File: src/rtl/rx_exit_pkg.sv
// Shared types and state codes of the receive window exit controller.
// Assumes a 3-bit next-state code where bit 2 marks the configured state.
package rx_exit_pkg;
    localparam int RXOFF_W = 2;
    localparam int STATE_W = RXOFF_W + 1;

    typedef enum logic [1:0] {
        CAUSE_NONE      = 2'd0,
        CAUSE_NOCARRIER = 2'd1,
        CAUSE_TIMEOUT   = 2'd2,
        CAUSE_DONE      = 2'd3
    } exit_cause_t;

    localparam logic [STATE_W-1:0] ST_IDLE  = 3'b000;
    localparam logic [STATE_W-1:0] ST_SLEEP = 3'b001;

    // Maps the configured post-receive code into the request encoding.
    function automatic logic [STATE_W-1:0] post_state(input logic [RXOFF_W-1:0] code);
        return {1'b1, code};
    endfunction
endpackage

File: src/rtl/rx_sym_counter.sv
// Saturating count of symbol ticks since the window opened.
// Assumes clear and tick are never needed in the same cycle (clear wins).
module rx_sym_counter #(
    parameter int MIN_SYM = 8
) (
    input  logic clk,
    input  logic rst_n,
    input  logic clear,
    input  logic en,
    input  logic tick,
    output logic sat
);
    localparam int CNT_W = $clog2(MIN_SYM + 1);
    localparam logic [CNT_W-1:0] LIMIT = CNT_W'(MIN_SYM);

    logic [CNT_W-1:0] cnt;

    // Counts ticks inside the window and stops at the limit.
    always_ff @(posedge clk) begin
        if (!rst_n)                           cnt <= '0;
        else if (clear)                       cnt <= '0;
        else if (en && tick && cnt != LIMIT)  cnt <= cnt + 1'b1;
    end

    assign sat = (cnt == LIMIT);
endmodule

File: src/rtl/rx_exit_arbiter.sv
// Combinational choice of the exit cause for the current cycle.
// Assumes all inputs are sampled in the same cycle; no carrier beats
// timeout, which beats normal finish.
module rx_exit_arbiter
    import rx_exit_pkg::*;
(
    input  logic        in_rx,
    input  logic        cs_pending,
    input  logic        rx_done,
    input  logic        rx_timeout,
    input  logic        sync_found,
    input  logic        pqt_ok,
    input  logic        cfg_qual_sel,
    input  logic        cfg_rssi_term,
    input  logic        cs_valid,
    input  logic        cs_carrier,
    input  logic        mod_ook,
    input  logic        sym_sat,
    output logic        cs_consume,
    output exit_cause_t cause
);
    logic cs_qualified;
    logic qual_hold;
    logic nocarrier_hit;
    logic timeout_hit;

    // Qualifies carrier samples and the timeout survival condition.
    always_comb begin
        cs_qualified  = cs_valid && (!mod_ook || sym_sat);
        cs_consume    = in_rx && cs_pending && cs_qualified;
        nocarrier_hit = cs_consume && cfg_rssi_term && !cs_carrier;
        qual_hold     = sync_found || (cfg_qual_sel && pqt_ok);
        timeout_hit   = in_rx && rx_timeout && !qual_hold;
    end

    // Picks the winning cause by fixed priority.
    always_comb begin
        if (nocarrier_hit)          cause = CAUSE_NOCARRIER;
        else if (timeout_hit)       cause = CAUSE_TIMEOUT;
        else if (in_rx && rx_done)  cause = CAUSE_DONE;
        else                        cause = CAUSE_NONE;
    end
endmodule

File: src/rtl/rx_exit_request.sv
// Registers the next-state request and keeps the wake-on-radio state.
// Assumes cause is non-NONE for at most one cycle per window.
module rx_exit_request
    import rx_exit_pkg::*;
(
    input  logic               clk,
    input  logic               rst_n,
    input  exit_cause_t        cause,
    input  logic               cfg_wor_en,
    input  logic [RXOFF_W-1:0] cfg_rxoff,
    output logic               req_valid,
    output logic [STATE_W-1:0] req_state,
    output logic               wor_cleared
);
    logic wor_active;
    logic wor_en_q;
    logic is_done;

    assign is_done = (cause == CAUSE_DONE);

    // Tracks arming on a rising enable and clearing on a normal finish.
    always_ff @(posedge clk) begin
        if (!rst_n) begin
            wor_active <= 1'b0;
            wor_en_q   <= 1'b0;
        end else begin
            wor_en_q <= cfg_wor_en;
            if (!cfg_wor_en)                   wor_active <= 1'b0;
            else if (!wor_en_q)                wor_active <= 1'b1;
            else if (is_done)                  wor_active <= 1'b0;
        end
    end

    // Issues one request pulse with the encoded destination.
    always_ff @(posedge clk) begin
        if (!rst_n) begin
            req_valid   <= 1'b0;
            req_state   <= ST_IDLE;
            wor_cleared <= 1'b0;
        end else begin
            req_valid   <= (cause != CAUSE_NONE);
            wor_cleared <= is_done && wor_active;
            if (is_done)                     req_state <= post_state(cfg_rxoff);
            else if (cause != CAUSE_NONE)    req_state <= wor_active ? ST_SLEEP : ST_IDLE;
        end
    end
endmodule

File: src/rtl/rx_exit_ctrl.sv
// Top of the receive window exit controller: keeps the window open flag
// and the first-sample flag, and joins counter, arbiter and request stage.
// Assumes rx_start is a single-cycle pulse; it is ignored while open.
module rx_exit_ctrl
    import rx_exit_pkg::*;
#(
    parameter int OOK_MIN_SYM = 8
) (
    input  logic               clk,
    input  logic               rst_n,
    input  logic               rx_start,
    input  logic               rx_done,
    input  logic               rx_timeout,
    input  logic               sync_found,
    input  logic               pqt_ok,
    input  logic               cs_valid,
    input  logic               cs_carrier,
    input  logic               mod_ook,
    input  logic               sym_tick,
    input  logic               cfg_qual_sel,
    input  logic               cfg_rssi_term,
    input  logic               cfg_wor_en,
    input  logic [RXOFF_W-1:0] cfg_rxoff,
    output logic               req_valid,
    output logic [STATE_W-1:0] req_state,
    output logic               wor_cleared
);
    logic        in_rx;
    logic        cs_pending;
    logic        start_acc;
    logic        sym_sat;
    logic        cs_consume;
    exit_cause_t cause;

    assign start_acc = rx_start && !in_rx;

    // Opens the window on an accepted start, closes it on any exit.
    always_ff @(posedge clk) begin
        if (!rst_n)                   in_rx <= 1'b0;
        else if (cause != CAUSE_NONE) in_rx <= 1'b0;
        else if (start_acc)           in_rx <= 1'b1;
    end

    // Remembers that the deciding carrier sample has not yet arrived.
    always_ff @(posedge clk) begin
        if (!rst_n)          cs_pending <= 1'b0;
        else if (start_acc)  cs_pending <= 1'b1;
        else if (cs_consume) cs_pending <= 1'b0;
    end

    rx_sym_counter #(.MIN_SYM(OOK_MIN_SYM)) u_sym (
        .clk(clk), .rst_n(rst_n), .clear(start_acc), .en(in_rx),
        .tick(sym_tick), .sat(sym_sat)
    );

    rx_exit_arbiter u_arb (
        .in_rx(in_rx), .cs_pending(cs_pending), .rx_done(rx_done),
        .rx_timeout(rx_timeout), .sync_found(sync_found), .pqt_ok(pqt_ok),
        .cfg_qual_sel(cfg_qual_sel), .cfg_rssi_term(cfg_rssi_term),
        .cs_valid(cs_valid), .cs_carrier(cs_carrier), .mod_ook(mod_ook),
        .sym_sat(sym_sat), .cs_consume(cs_consume), .cause(cause)
    );

    rx_exit_request u_req (
        .clk(clk), .rst_n(rst_n), .cause(cause), .cfg_wor_en(cfg_wor_en),
        .cfg_rxoff(cfg_rxoff), .req_valid(req_valid), .req_state(req_state),
        .wor_cleared(wor_cleared)
    );
endmodule

File: config.mk
export PLATFORM = sky130hd
export DESIGN_NAME = rx_exit_ctrl
export DESIGN_NICKNAME = d
export VERILOG_FILES = /design/src/rtl/rx_exit_pkg.sv /design/src/rtl/rx_sym_counter.sv /design/src/rtl/rx_exit_arbiter.sv /design/src/rtl/rx_exit_request.sv /design/src/rtl/rx_exit_ctrl.sv
export SDC_FILE = /design/constraint.sdc
export NUM_CORES = 1
export LEC_CHECK = 0
export ABC_AREA = 1
export CORE_ASPECT_RATIO = 2
export CORE_MARGIN = 2
export CORE_UTILIZATION = 26
export DETAILED_ROUTE_END_ITERATION = 8
export PLACE_DENSITY = 0.51
export SLEW_MARGIN = 20
export SYNTH_ARGS = -nofsm -noshare
export SYNTH_HDL_FRONTEND = slang
export SYNTH_HIERARCHICAL = 1
export SYNTH_SLANG_ARGS = --single-unit
File: constraint.sdc
create_clock -name clk -period 1.7 [get_ports clk]
set_clock_uncertainty 0.05 [all_clocks]
set_input_delay 0.17 -clock clk [delete_from_list [all_inputs] [get_ports clk]]
set_output_delay 0.17 -clock clk [all_outputs]
set_load 0.02 [all_outputs]
Word-level counts from Yosys, hierarchy flattened
Cells that the tools add are included.
{ "totals": {"regBits": 13, "inputBits": 16, "output_inout_bits": 5, "word_cells": 49} }
{ "op_classes": {"n_addsub": 1, "eq_ne": 4, "muxes": 10, "n_bitwise": 1, "n_reduce_logical": 25} }
{ "ops": {"columns": ["operator", "n"], "rows": [
  ["$logic_and 1x1->1", 13],
  ["$mux 2", 3],
  ["$mux 3", 2],
  ["$reduce_bool 2->1", 3],
  ["$mux 1", 5],
  ["$add 4x1->4 const B", 1],
  ["$eq 4x4->1 const B", 1],
  ["$logic_not 1->1", 4],
  ["$ne 4x4->1 const B", 1],
  ["$reduce_or 2->1", 2],
  ["$eq 2x2->1 const B", 1],
  ["$logic_or 1x1->1", 2],
  ["$ne 2x2->1 const B", 1],
  ["$reduce_and 2->1", 1],
  ["$not 1->1", 1]
]} }

Logic depth before layout (Yosys ltp)
Gate-level depths: netlist of the first run.
{ "logic_depth": {"word_depth": 10, "depth_mapped": 14} }

Cells and area by module
Netlist of the first run, hierarchy kept.
{ "by_module_without_submodules": {"columns": ["module", "n_inst", "cells_each", "area_per_inst_um2", "seq_area_each_um2"], "rows": [
  ["rx_exit_request", 1, 33, 251.5, 140.1],
  ["rx_sym_counter", 1, 34, 247.7, 80.1],
  ["rx_exit_ctrl", 1, 13, 88.8, 40.0],
  ["rx_exit_arbiter", 1, 21, 87.6, 0.0]
]} }

Least setup slack after synthesis of the first run
Ideal clock, no wire load.
{ "synth_path": {"path_kind": "register -> register", "start": "register u_sym.cnt[0]", "end": "register u_req.req_state[0]", "setup_time_ns": 0.111, "arrival_time_ns": 1.400, "path_slack_ns": 0.139, "path_stages_with_launch": 15, "n_path_buf": 0, "period_less_slack_ns": 1.561, "cell_sequence": "dfxtp_1 inv_1 ha_1 nand3_2 inv_1 inv_1 nand2_1 nand3_2 nand2_1 inv_1 nand2_2 nand2_2 inv_2 nor2_1 nor2_1"} }
{ "synth_between": {"elab_chain_len": 9, "word_cells_on_any_way": 11, "cone_classes": "eq/ne: 2; mux: 2; reduce/logical: 7"} }
{ "synth_rtl": {"columns": ["item", "line_no", "text"], "rows": [
  ["start, declared", "rx_sym_counter.sv:16", "logic [CNT_W-1:0] cnt;"],
  ["start signal, assigned", "rx_sym_counter.sv:22", "else if (en && tick && cnt != LIMIT) cnt <= cnt + 1'b1;"],
  ["$eq 4x4->1 *", "rx_sym_counter.sv:25", "assign sat = (cnt == LIMIT);"],
  ["named net sym_sat", "rx_exit_ctrl.sv:31", "logic sym_sat;"],
  ["$logic_or 1x1->1 *", "rx_exit_arbiter.sv:29", "cs_qualified = cs_valid && (!mod_ook || sym_sat);"],
  ["$logic_and 1x1->1 *", "rx_exit_arbiter.sv:29", null],
  ["$logic_and 1x1->1 *", "rx_exit_arbiter.sv:30", "cs_consume = in_rx && cs_pending && cs_qualified;"],
  ["$logic_and 1x1->1 * (2 in series)", "rx_exit_arbiter.sv:31", "nocarrier_hit = cs_consume && cfg_rssi_term && !cs_carrier;"],
  ["$mux 2 *", "rx_exit_arbiter.sv:38", "if (nocarrier_hit) cause = CAUSE_NOCARRIER;"],
  ["named net cause[1]", "rx_exit_ctrl.sv:33", "exit_cause_t cause;"],
  ["$eq 2x2->1 or $reduce_bool 2->1 (tied branches)", "rx_exit_request.sv:19, rx_exit_request.sv:44", null],
  ["$mux 3 or $reduce_bool 2->1 (tied branches)", null, null],
  ["end signal, assigned", "rx_exit_request.sv:43", "if (is_done) req_state <= post_state(cfg_rxoff);"],
  ["end signal, assigned", "rx_exit_request.sv:44", "else if (cause != CAUSE_NONE) req_state <= wor_active ? ST_SLEEP : ST_IDLE;"],
  ["end, declared", "rx_exit_request.sv:12", "output logic [STATE_W-1:0] req_state,"]
]} }
Mark *: on every way through the listed nets, which the timed path passes. The rest lies on a longest branch.
A chain may end at the register's enable or synchronous reset.

Final worst setup path of the first run
{ "layout_path": {"start": "register u_sym.cnt[1]", "end": "register u_req.req_state[0]"} }
The elaborated chain is that of the path after synthesis.

==> results of run 1 <==
-- how the worst max path moves through the flow --
stage                                      end  slack [ns]  depth (start not counted)
2_1_floorplan  u_req/req_state[0]$_SDFFE_PN0P_        0.14                         14
3_3_place_gp   u_req/req_state[0]$_SDFFE_PN0P_        0.07                         10
3_5_place_dp   u_req/req_state[0]$_SDFFE_PN0P_        0.05                         14
4_1_cts        u_req/req_state[0]$_SDFFE_PN0P_        0.03                         14
5_1_grt        u_req/req_state[0]$_SDFFE_PN0P_        0.01                         13
6_report       u_req/req_state[0]$_SDFFE_PN0P_        0.15                         13
-- cell usage in the layout (no fill, tap or decap) --
master / Yosys / final
a21oi_1: 7 / 7
a21oi_2: 1 / 1
buf_4: 0 / 3
clkbuf_1: 0 / 1
clkbuf_8: 0 / 3
clkdlybuf4s50_1: 0 / 20
dfxtp_1: 13 / 12
dfxtp_2: 0 / 1
ha_1: 2 / 2
inv_1: 19 / 18
inv_2: 3 / 3
inv_4: 0 / 1
nand2_1: 27 / 25
nand2_2: 3 / 3
nand2_4: 0 / 2
nand3_1: 6 / 6
nand3_2: 2 / 2
nand4_1: 1 / 1
nor2_1: 13 / 13
nor2_2: 3 / 2
nor2_4: 0 / 1
nor2_8: 1 / 1
-- area by class of cell --
| type | instances | share of cell area (%) |
|---|---|---|
| inverters | 22 | 8.49 |
| multi-input cells | 66 | 35.2 |
| clock buffers | 4 | 4.49 |
| repair buffers | 23 | 22.2 |
| flip-flops and latches | 13 | 26.1 |
| well taps | 28 | 3.50 |
-- power by group through the flow --
stage	clock network, W	logic [W]	registers, W
2_1_floorplan	0	0.0000683	0.000341
3_3_place_gp	0	0.000138	0.000336
3_5_place_dp	0	0.000139	0.000336
4_1_cts	0.000274	0.000140	0.000330
5_1_grt	0.000290	0.000162	0.000332
6_report	0.000263	0.000145	0.000329
-- metrics by stage --
stage | worst slack, ns | utilization, % | hold WS [ns] | cell area (um2) | total power, W
2_1_floorplan | 0.139 | - | 0.231 | 676 | 0.000409
3_3_place_gp | 0.0695 | 37.3 | 0.343 | 933 | 0.000474
3_5_place_dp | 0.0514 | 37.3 | 0.354 | 933 | 0.000475
4_1_cts | 0.0329 | 39.1 | 0.362 | 978 | 0.000744
5_1_grt | 0.0109 | 40.0 | 0.376 | 1000 | 0.000784
6_report | 0.154 | 40.0 | 0.354 | 1000 | 0.000737
-- registers in the layout (all words and copies together) (netlist names) --
signal and count:
cs_pending 1, in_rx 1, u_req/req_state 3, u_req/req_valid 1, u_req/wor_active 1, u_req/wor_cleared 1
u_req/wor_en_q 1, u_sym/cnt 4
-- cells by family after synthesis --
family	count (synthesis)	share of synthesized area, %
AO/OA/AOI/OAI	8	6.48
adder cells (fa/ha/maj)	2	3.70
buffers and inverters	22	12.2
flip-flops	13	38.5
AND/OR/NAND/NOR	56	39.1
-- worst reg2reg max path: stages, from the launching register on --
cell,delay [ns]
dfxtp_2,0.32
inv_1,0.08
ha_1,0.16
nand3_2,0.08
inv_1,0.06
inv_1,0.03
nand2_1,0.07
nand3_2,0.12
nand2_2,0.11
inv_4,0.06
nor2_4,0.14
nand2_1,0.07
nand2_1,0.06
nor2_1,0.04
-- layer usage --
metal,global-route usage [%],vias up
li1,-,354
met1,9.54,290
met2,22.1,10
met3,1.75,0
met4,2.07,0
met5,0,-
-- what timing repair did --
item                                    CTS  global route
buffers inserted                          0             0
resized for setup                         0             8
endpoints found under the setup margin    0             3
==> results_dict.tcl, run 1 <==
set metrics [dict create \
    fillers 287 \
    wl_per_cell_um 9.24 \
    yosysTopAreaCell "dfxtp_1" \
    row_count 26 \
    whs_path_depth 1 \
    yosysMostFrequentCell "nand2_1" \
    p_leak_nw 0.463 \
    crit_slowest_cell "dfxtp_2" \
    rsz0062_at_grt "no" \
    n_antenna_cell 0 \
    async_reset_ff_share_pct 0 \
    htree_levels 1 \
    routed-via-count 654 \
    arrival_ns 1.63 \
    route.detailed.drc 0 \
    r2r-start "u_sym/cnt[1]$_SDFFE_PP0P_" \
    path_max_fanout 6 \
    gr-total-overflow 0 \
    place_hpwl_um 1270 \
    chipWidth_um 40.0 \
    r2r_end "u_req/req_state[0]$_SDFFE_PN0P_" \
    die_h_um 76.1 \
    vias_per_cell 4.19 \
    gp_congestion 0.673 \
    synth-main-ff-cell "dfxtp_1" \
    hold_class "register to register" \
    synth_area_leaders "dfxtp_1, nand2_1, inv_1, nor2_1, a21oi_1" \
    drive_gt1_share_pct 18.0 \
    cts_buffers 3 \
    postSynthAreaPerCell_um2 6.69 \
    path_buf_inv 4 \
    vdd_ir_drop_max_mv 0.642 \
    grt_max_degree 8 \
    dpl.cell_count 152 \
    multi_input_area_um2 353 \
    worst_pin_slew_ns 0.222 \
    layoutNonFillerInstCount 156 \
    p_per_area_mw_per_mm2 735 \
    cp-start-kind "register" \
    syn_to_final_growth_pct 48.3 \
    ys_ff_latch 13 \
    antenna_found_initial 0 \
    synth_edf_count 0 \
    worstHoldStart "u_req/wor_en_q$_SDFF_PN0_" \
    path_clk_slew_ns 0.05 \
    clock-sinks 13 \
    topRoutingLayerUsed "met3" \
    cts_hold_buf 0 \
    cp.required_ns 1.78 \
    postRouteAntennaNets 0 \
    path_cells "inv_1 > ha_1 > nand3_2 > inv_1 > inv_1 > nand2_1 > nand3_2 > nand2_2 > inv_4 > nor2_4 > nand2_1 > nand2_1 > nor2_1" \
    reg2reg_depth 13 \
    first_global_vias 666 \
    area.sequential_um2 262 \
    synth_cells 101 \
    grt_first_pass_wirelength_um 2450 \
    crit_path_max_incr_delay_ns 0.32 \
    relSlewSlack_pct 85.2 \
    seqPwrFrac_pct 44.7 \
    fin_crit_ns 1.55 \
    ctsRootBufferMaster "clkbuf_8" \
    end_kind "register" \
    tns_ns 0 \
    power.net_switching_w 0.000180 \
    crit_family "simple AND/OR/NAND/NOR gates" \
    yosys.area.top_type_share_pct 38.5 \
    nets 147 \
    start_util_pct 27.0 \
    yosysSeqAreaShare_pct 38.5 \
    max_cap_violations 0 \
    wl_met1_um 475 \
    cts_tree "built" \
    dr.pass1.iters 3 \
    cp-startpoint "u_sym/cnt[1]$_SDFFE_PP0P_" \
    setup_viol 0 \
    dieArea_mm2 0.00305 \
    first_iter_violations 6 \
    wirelength_um 1440 \
    cts_buffer_depth 2 \
    synth_commonest_cells "nand2_1, inv_1, dfxtp_1, nor2_1, a21oi_1" \
    finalHoldViolCount 0 \
    ff2ff_setup_slack_ns 0.15 \
    fp.coreArea_mm2 0.00250 \
    io_pins 21 \
    timing.final.crit_share_pct 90.9 \
    syn_nets 119 \
    port_buffers 20 \
    status "finished, final reports clean" \
    dr_wl_met2_um 920 \
    hold_path_end "u_req/wor_active$_SDFFE_PN0P_" \
    grtUsageTotal_pct 10.9 \
    ys_warn_count 6 \
    synth_cell_types 14 \
    switching_share_pct 24.4 \
    crit_type "register to register" \
    combPwrFrac_pct 19.6 \
    clk-insertion-delay-late_ns 0.23 \
    synth_area_um2 676 \
    drv_slew 0 \
    wl_met3_um 46 \
    clockPowerShare_pct 35.7 \
    timing.fmax_ghz 0.647 \
    power.internal_w 0.000557 \
]
Note: power is estimated with default switching activity, not from simulation.
==> run 2, diff against run 1 <==
DONT_BUFFER_PORTS = 1   (was unset)
PLACE_DENSITY = 0.4   (was 0.51)
==> run 2 against run 1 <==
Sequential share of layout area increased by 5.9 points. Register-to-register slack about the same. Clock-buffer cell count is the same. Critical path type unchanged. Largest cell class unchanged. Largest power group unchanged.
==> results_dict.tcl, run 2 (same netlist as run 1, synthesis figures left out) <==
set metrics [dict create \
    status "finished, final reports clean" \
    path_clk_slew_ns 0.06 \
    dieArea_mm2 0.00305 \
    finalHoldViolCount 0 \
    reg2reg_depth 12 \
    io_pins 21 \
    timing.final.crit_share_pct 90.9 \
    ctsRootBufferMaster "clkbuf_8" \
    end_kind "register" \
    start_util_pct 27.0 \
    cts_tree "built" \
    worst_pin_slew_ns 0.251 \
    final_common_cell "nand2_1" \
    drive_gt1_share_pct 23.6 \
    top_register "u_sym/cnt" \
    p_leak_nw 0.382 \
    hold_class "input pin to register" \
    syn_to_final_growth_pct 21.1 \
    timing.fmax_ghz 0.647 \
    crit_path_frequent_cell "inv_1" \
    path_max_fanout 6 \
    cts_buffers 3 \
    fp.coreArea_mm2 0.00250 \
    largest_reg_flops 4 \
    crit_type "register to register" \
    relSlewSlack_pct 83.3 \
    cts_buffer_depth 2 \
    tns_ns 0 \
    worst-path-stages 12 \
    placed_cell_area_um2 733 \
    reg.largest.list "u_sym/cnt: 4 flops, u_req/req_state: 3 flops" \
    routed-via-count 585 \
    port_buffers 0 \
    cp.required_ns 1.83 \
    design_power_total_w 0.000709 \
    fin_area_um2 818 \
    crit_slowest_cell "dfxtp_2" \
    row_count 26 \
    hold_slack_ns 0.00288 \
    postRouteAntennaNets 0 \
    cp-start-kind "register" \
    post-route-worst-setup-slack_ns 0.155 \
    path_buf_inv 4 \
    ff2ff_setup_slack_ns 0.16 \
    n_antenna_cell 0 \
    fin_crit_ns 1.54 \
    gp_congestion 0.708 \
    path_cells "inv_1 > ha_2 > nand3_2 > inv_1 > inv_1 > nand2_1 > nand3_2 > nand2_2 > inv_2 > nor2_4 > nand2_1 > a21oi_2" \
    clock-sinks 13 \
    wirelength_um 1530 \
    pre_cts_ws_ns 0.0758 \
    grt_first_pass_wirelength_um 2530 \
    drv_slew 0 \
    route.detailed.drc 0 \
    antenna_found_initial 0 \
    grtUsageTotal_pct 12.4 \
    max_cap_violations 0 \
    chipWidth_um 40.0 \
    cp-endpoint "u_req/req_state[2]$_SDFFE_PN0P_" \
    cp-startpoint "u_sym/cnt[1]$_SDFFE_PP0P_" \
    grt_max_degree 8 \
    htree_levels 1 \
    first_global_vias 631 \
    gr-total-overflow 0 \
    vias_per_cell 4.24 \
    r2r-start "u_sym/cnt[1]$_SDFFE_PP0P_" \
    crit_family "simple AND/OR/NAND/NOR gates" \
    first_iter_violations 6 \
    die_h_um 76.1 \
    r2r_end "u_req/req_state[2]$_SDFFE_PN0P_" \
    clk-insertion-delay-late_ns 0.25 \
    nets 129 \
    rsz0062_at_grt "no" \
    vdd_ir_drop_max_mv 0.407 \
    layout_common_cells "nand2_1, inv_1, nor2_1, dfxtp_1" \
    dr.pass1.iters 4 \
    p_per_area_mw_per_mm2 866 \
    place_hpwl_um 1270 \
    arrival_ns 1.67 \
    wl_per_cell_um 11.1 \
    crit_path_max_incr_delay_ns 0.32 \
    setup_viol 0 \
]
-- run 2: cell count changes in the layout (fill, tap and decap cells not counted), sizes merged --
| cell | change |
|---|---|
| dlygate4sd3 | +1 |
| buf | +1 |
| clkdlybuf4s50 | -20 |
-- run 2: layout make-up --
| type | instances | area [um2] |
|---|---|---|
| clock buffers | 4 | 45.0 |
| fillers | 274 | 1690 |
| inverters | 22 | 82.6 |
| multi-input cells | 66 | 354 |
| flip-flops and latches | 13 | 262 |
| well taps | 28 | 35.0 |
| repair buffers | 5 | 40.0 |
-- run 2: repair_timing --
action	4_1_cts	5_1_grt
endpoints found under the hold margin	4	0
hold buffers	1	0
setup buffers	0	1
endpoints found under the setup margin	0	4
resized for setup	0	8
-- run 2: routing by layer --
layer	GRT usage (%)	vias up	part of all wire, %
li1	-	319	-
met1	9.38	245	28
met2	23.2	16	63
met3	3.79	5	6.0
met4	7.24	0	2.9
met5	0	-	0
-- run 2: power breakdown --
| group | total, W | switching [W] | internal (W) |
|---|---|---|---|
| registers | 0.000338 | 0.0000179 | 0.000320 |
| clock network | 0.000278 | 0.000112 | 0.000166 |
| logic | 0.0000931 | 0.0000560 | 0.0000370 |
-- run 2: worst reg2reg max path, cell delays in order, from the launching register on --
cell     delay, ns
dfxtp_2       0.32
inv_1         0.08
ha_2          0.18
nand3_2       0.09
inv_1         0.06
inv_1         0.03
nand2_1       0.08
nand3_2       0.11
nand2_2       0.09
inv_2         0.07
nor2_4        0.12
nand2_1       0.08
a21oi_2       0.12
-- run 2: through the flow --
step                      util (%)  instances
after floorplan                  -        101
after global placement        29.3        132
after detailed placement      29.3        132
after CTS                     31.5        137
after global routing          32.7        138
final                         32.7        138
-- run 2: how the worst min path moves through the flow --
stage	startpoint	endpoint	slack, ns	cells after the start
after floorplan	cfg_wor_en	u_req/wor_en_q$_SDFF_PN0_	0.23	2
after global placement	rst_n	in_rx$_SDFFE_PP0P_	0.25	2
after detailed placement	rst_n	cs_pending$_SDFFE_PN0P_	0.25	2
after CTS	rx_start	in_rx$_SDFFE_PP0P_	0.0002	2
after global routing	cfg_wor_en	u_req/wor_en_q$_SDFF_PN0_	0.03	2
final	rx_start	in_rx$_SDFFE_PP0P_	0.003	2
==> run 3, diff against run 2 <==
clock period = 1.83 ns   (was 1.7 ns; I/O delays follow)
==> run 3 against run 2 <==
Fmax is 5.7% lower. Combinational power is 18% lower. Clock-buffer cell count stayed put. First-iteration DRC count stayed put. Largest power group unchanged. Via count is 0.85% higher. Sequential share of layout area is 1.4 points higher. Core utilization is 1.5 points lower. Design area is 4.6% lower. Global-route usage is 1.8 points lower. Critical endpoint is now u_req/req_state[0]$_SDFFE_PN0P_. Routed wire length is 9.2% lower. Cell count is 1.4% lower.
==> results_dict.tcl, run 3 (same netlist as run 1, synthesis figures left out) <==
set metrics [dict create \
    drive_gt1_share_pct 17.6 \
    vdd_ir_drop_max_mv 0.371 \
    first_global_vias 576 \
    dr.pass1.iters 4 \
    final_common_cell "nand2_1" \
    die_h_um 76.1 \
    vias_per_cell 4.34 \
    grt_first_pass_wirelength_um 2250 \
    crit_path_max_incr_delay_ns 0.39 \
    arrival_ns 1.73 \
    routed-via-count 590 \
    worst_pin_slew_ns 0.239 \
    topRoutingLayerUsed "met4" \
    power.net_switching_w 0.000166 \
    cts_buffers 3 \
    clock-sinks 13 \
    row_count 26 \
    htree_levels 1 \
    fin_crit_ns 1.64 \
    design_power_total_w 0.000645 \
    p_leak_nw 0.370 \
    status "finished, final reports clean" \
    path_buf_inv 3 \
    fillers 274 \
    route.detailed.drc 0 \
    placed_cell_area_um2 726 \
    switching_share_pct 25.7 \
    place_hpwl_um 1180 \
    reg.largest.list "u_sym/cnt: 4 flops, u_req/req_state: 3 flops" \
    rsz0062_at_grt "no" \
    crit_family "simple AND/OR/NAND/NOR gates" \
    largest_reg_flops 4 \
    syn_to_final_growth_pct 15.6 \
    path_clk_slew_ns 0.05 \
    gr-total-overflow 0 \
    io_pins 21 \
    path_max_fanout 6 \
    wl_per_cell_um 10.2 \
    grt_max_degree 8 \
    postRouteAntennaNets 0 \
    top_register "u_sym/cnt" \
    clk-insertion-delay-late_ns 0.24 \
    ctsRootBufferMaster "clkbuf_8" \
    cts_buffer_depth 2 \
    timing.final.crit_share_pct 89.5 \
    finish.utilization_pct 31.2 \
    path_cells "inv_1 > ha_1 > nand3_2 > inv_1 > inv_1 > nand2_1 > nand3_2 > nand2_1 > nor2_2 > nand2_1 > nand2_1 > nor2_1" \
    combPwrFrac_pct 11.8 \
    chipWidth_um 40.0 \
    timing.fmax_ghz 0.611 \
    crit_type "register to register" \
    fin_area_um2 781 \
    drv_slew 0 \
    crit_path_frequent_cell "nand2_1" \
    cp-start-kind "register" \
    relSlewSlack_pct 84.0 \
    grtUsageTotal_pct 10.6 \
    crit_slowest_cell "dfxtp_1" \
    max_cap_violations 0 \
    first_iter_violations 6 \
    gp_congestion 0.665 \
    cts_tree "built" \
    end_kind "register" \
    wl_met3_um 76 \
    seqPwrFrac_pct 48.6 \
    fp.coreArea_mm2 0.00250 \
    tns_ns 0 \
    power.internal_w 0.000480 \
    layout_common_cells "nand2_1, inv_1, nor2_1, dfxtp_1, a21oi_1" \
    cts_setup_buffers 0 \
    wirelength_um 1390 \
    port_buffers 0 \
    n_antenna_cell 0 \
    finalHoldViolCount 0 \
    setup_viol 0 \
    clockPowerShare_pct 39.6 \
    hold_class "input pin to register" \
    dr_wl_met2_um 852 \
    p_per_area_mw_per_mm2 826 \
    antenna_found_initial 0 \
    wl_met1_um 435 \
    start_util_pct 27.0 \
    cp.required_ns 1.92 \
    nets 127 \
    dieArea_mm2 0.00305 \
]
[run 3: repair_timing]
| action | 4_1_cts | 5_1_grt |
|---|---|---|
| setup endpoints to repair | 0 | 1 |
| resized for setup | 0 | 1 |
| hold buffers | 1 | 0 |
| endpoints found under the hold margin | 1 | 0 |
[run 3: final timing paths]
check	cells after the start	endpoint	slack [ns]	start
max	12	u_req/req_state[0]$_SDFFE_PN0P_	0.19	u_sym/cnt[0]$_SDFFE_PP0P_
max reg2reg	12	u_req/req_state[0]$_SDFFE_PN0P_	0.19	u_sym/cnt[0]$_SDFFE_PP0P_
min reg2reg	1	u_req/wor_active$_SDFFE_PN0P_	0.35	u_req/wor_en_q$_SDFF_PN0_
min	2	cs_pending$_SDFFE_PN0P_	0.006	rst_n
[run 3: final cells by class]
| type | count | area, um2 | area share, % |
|---|---|---|---|
| flip-flops and latches | 13 | 260 | 33.3 |
| clock buffers | 4 | 45.0 | 5.77 |
| well taps | 28 | 35.0 | 4.49 |
| inverters | 22 | 82.6 | 10.6 |
| repair buffers | 3 | 25.0 | 3.21 |
| multi-input cells | 66 | 333 | 42.6 |
[run 3: worst register-to-register path: cells and delay by family, from the launching register on]
family / cells / cell delay (ns)
buffers and inverters: 3 / 0.14
flip-flops: 1 / 0.39
AND/OR/NAND/NOR: 8 / 0.76
adder cells (fa/ha/maj): 1 / 0.20
[run 3: layer usage]
layer	vias to the layer above	global-route usage [%]
li1	316	-
met1	259	8.86
met2	13	19.8
met3	2	3.50
met4	0	4.14
met5	-	0
[run 3: power groups by stage]
| stage | clock (W) | sequential [W] | combinational (W) |
|---|---|---|---|
| after floorplan | 0 | 0.000317 | 0.0000634 |
| final | 0.000255 | 0.000314 | 0.0000763 |
| after global routing | 0.000278 | 0.000315 | 0.0000895 |
| after CTS | 0.000264 | 0.000314 | 0.0000776 |
| after detailed placement | 0 | 0.000320 | 0.0000757 |
| after global placement | 0 | 0.000320 | 0.0000743 |
[run 3: per-stage QoR]
step	setup slack [ns]	instances	hold WS [ns]
finish	0.193	136	0.00550
CTS	0.122	136	0.00296
detailed placement	0.135	131	0.257
global route	0.0242	136	0.00362
floorplan	0.269	101	0.244
global placement	0.129	131	0.254
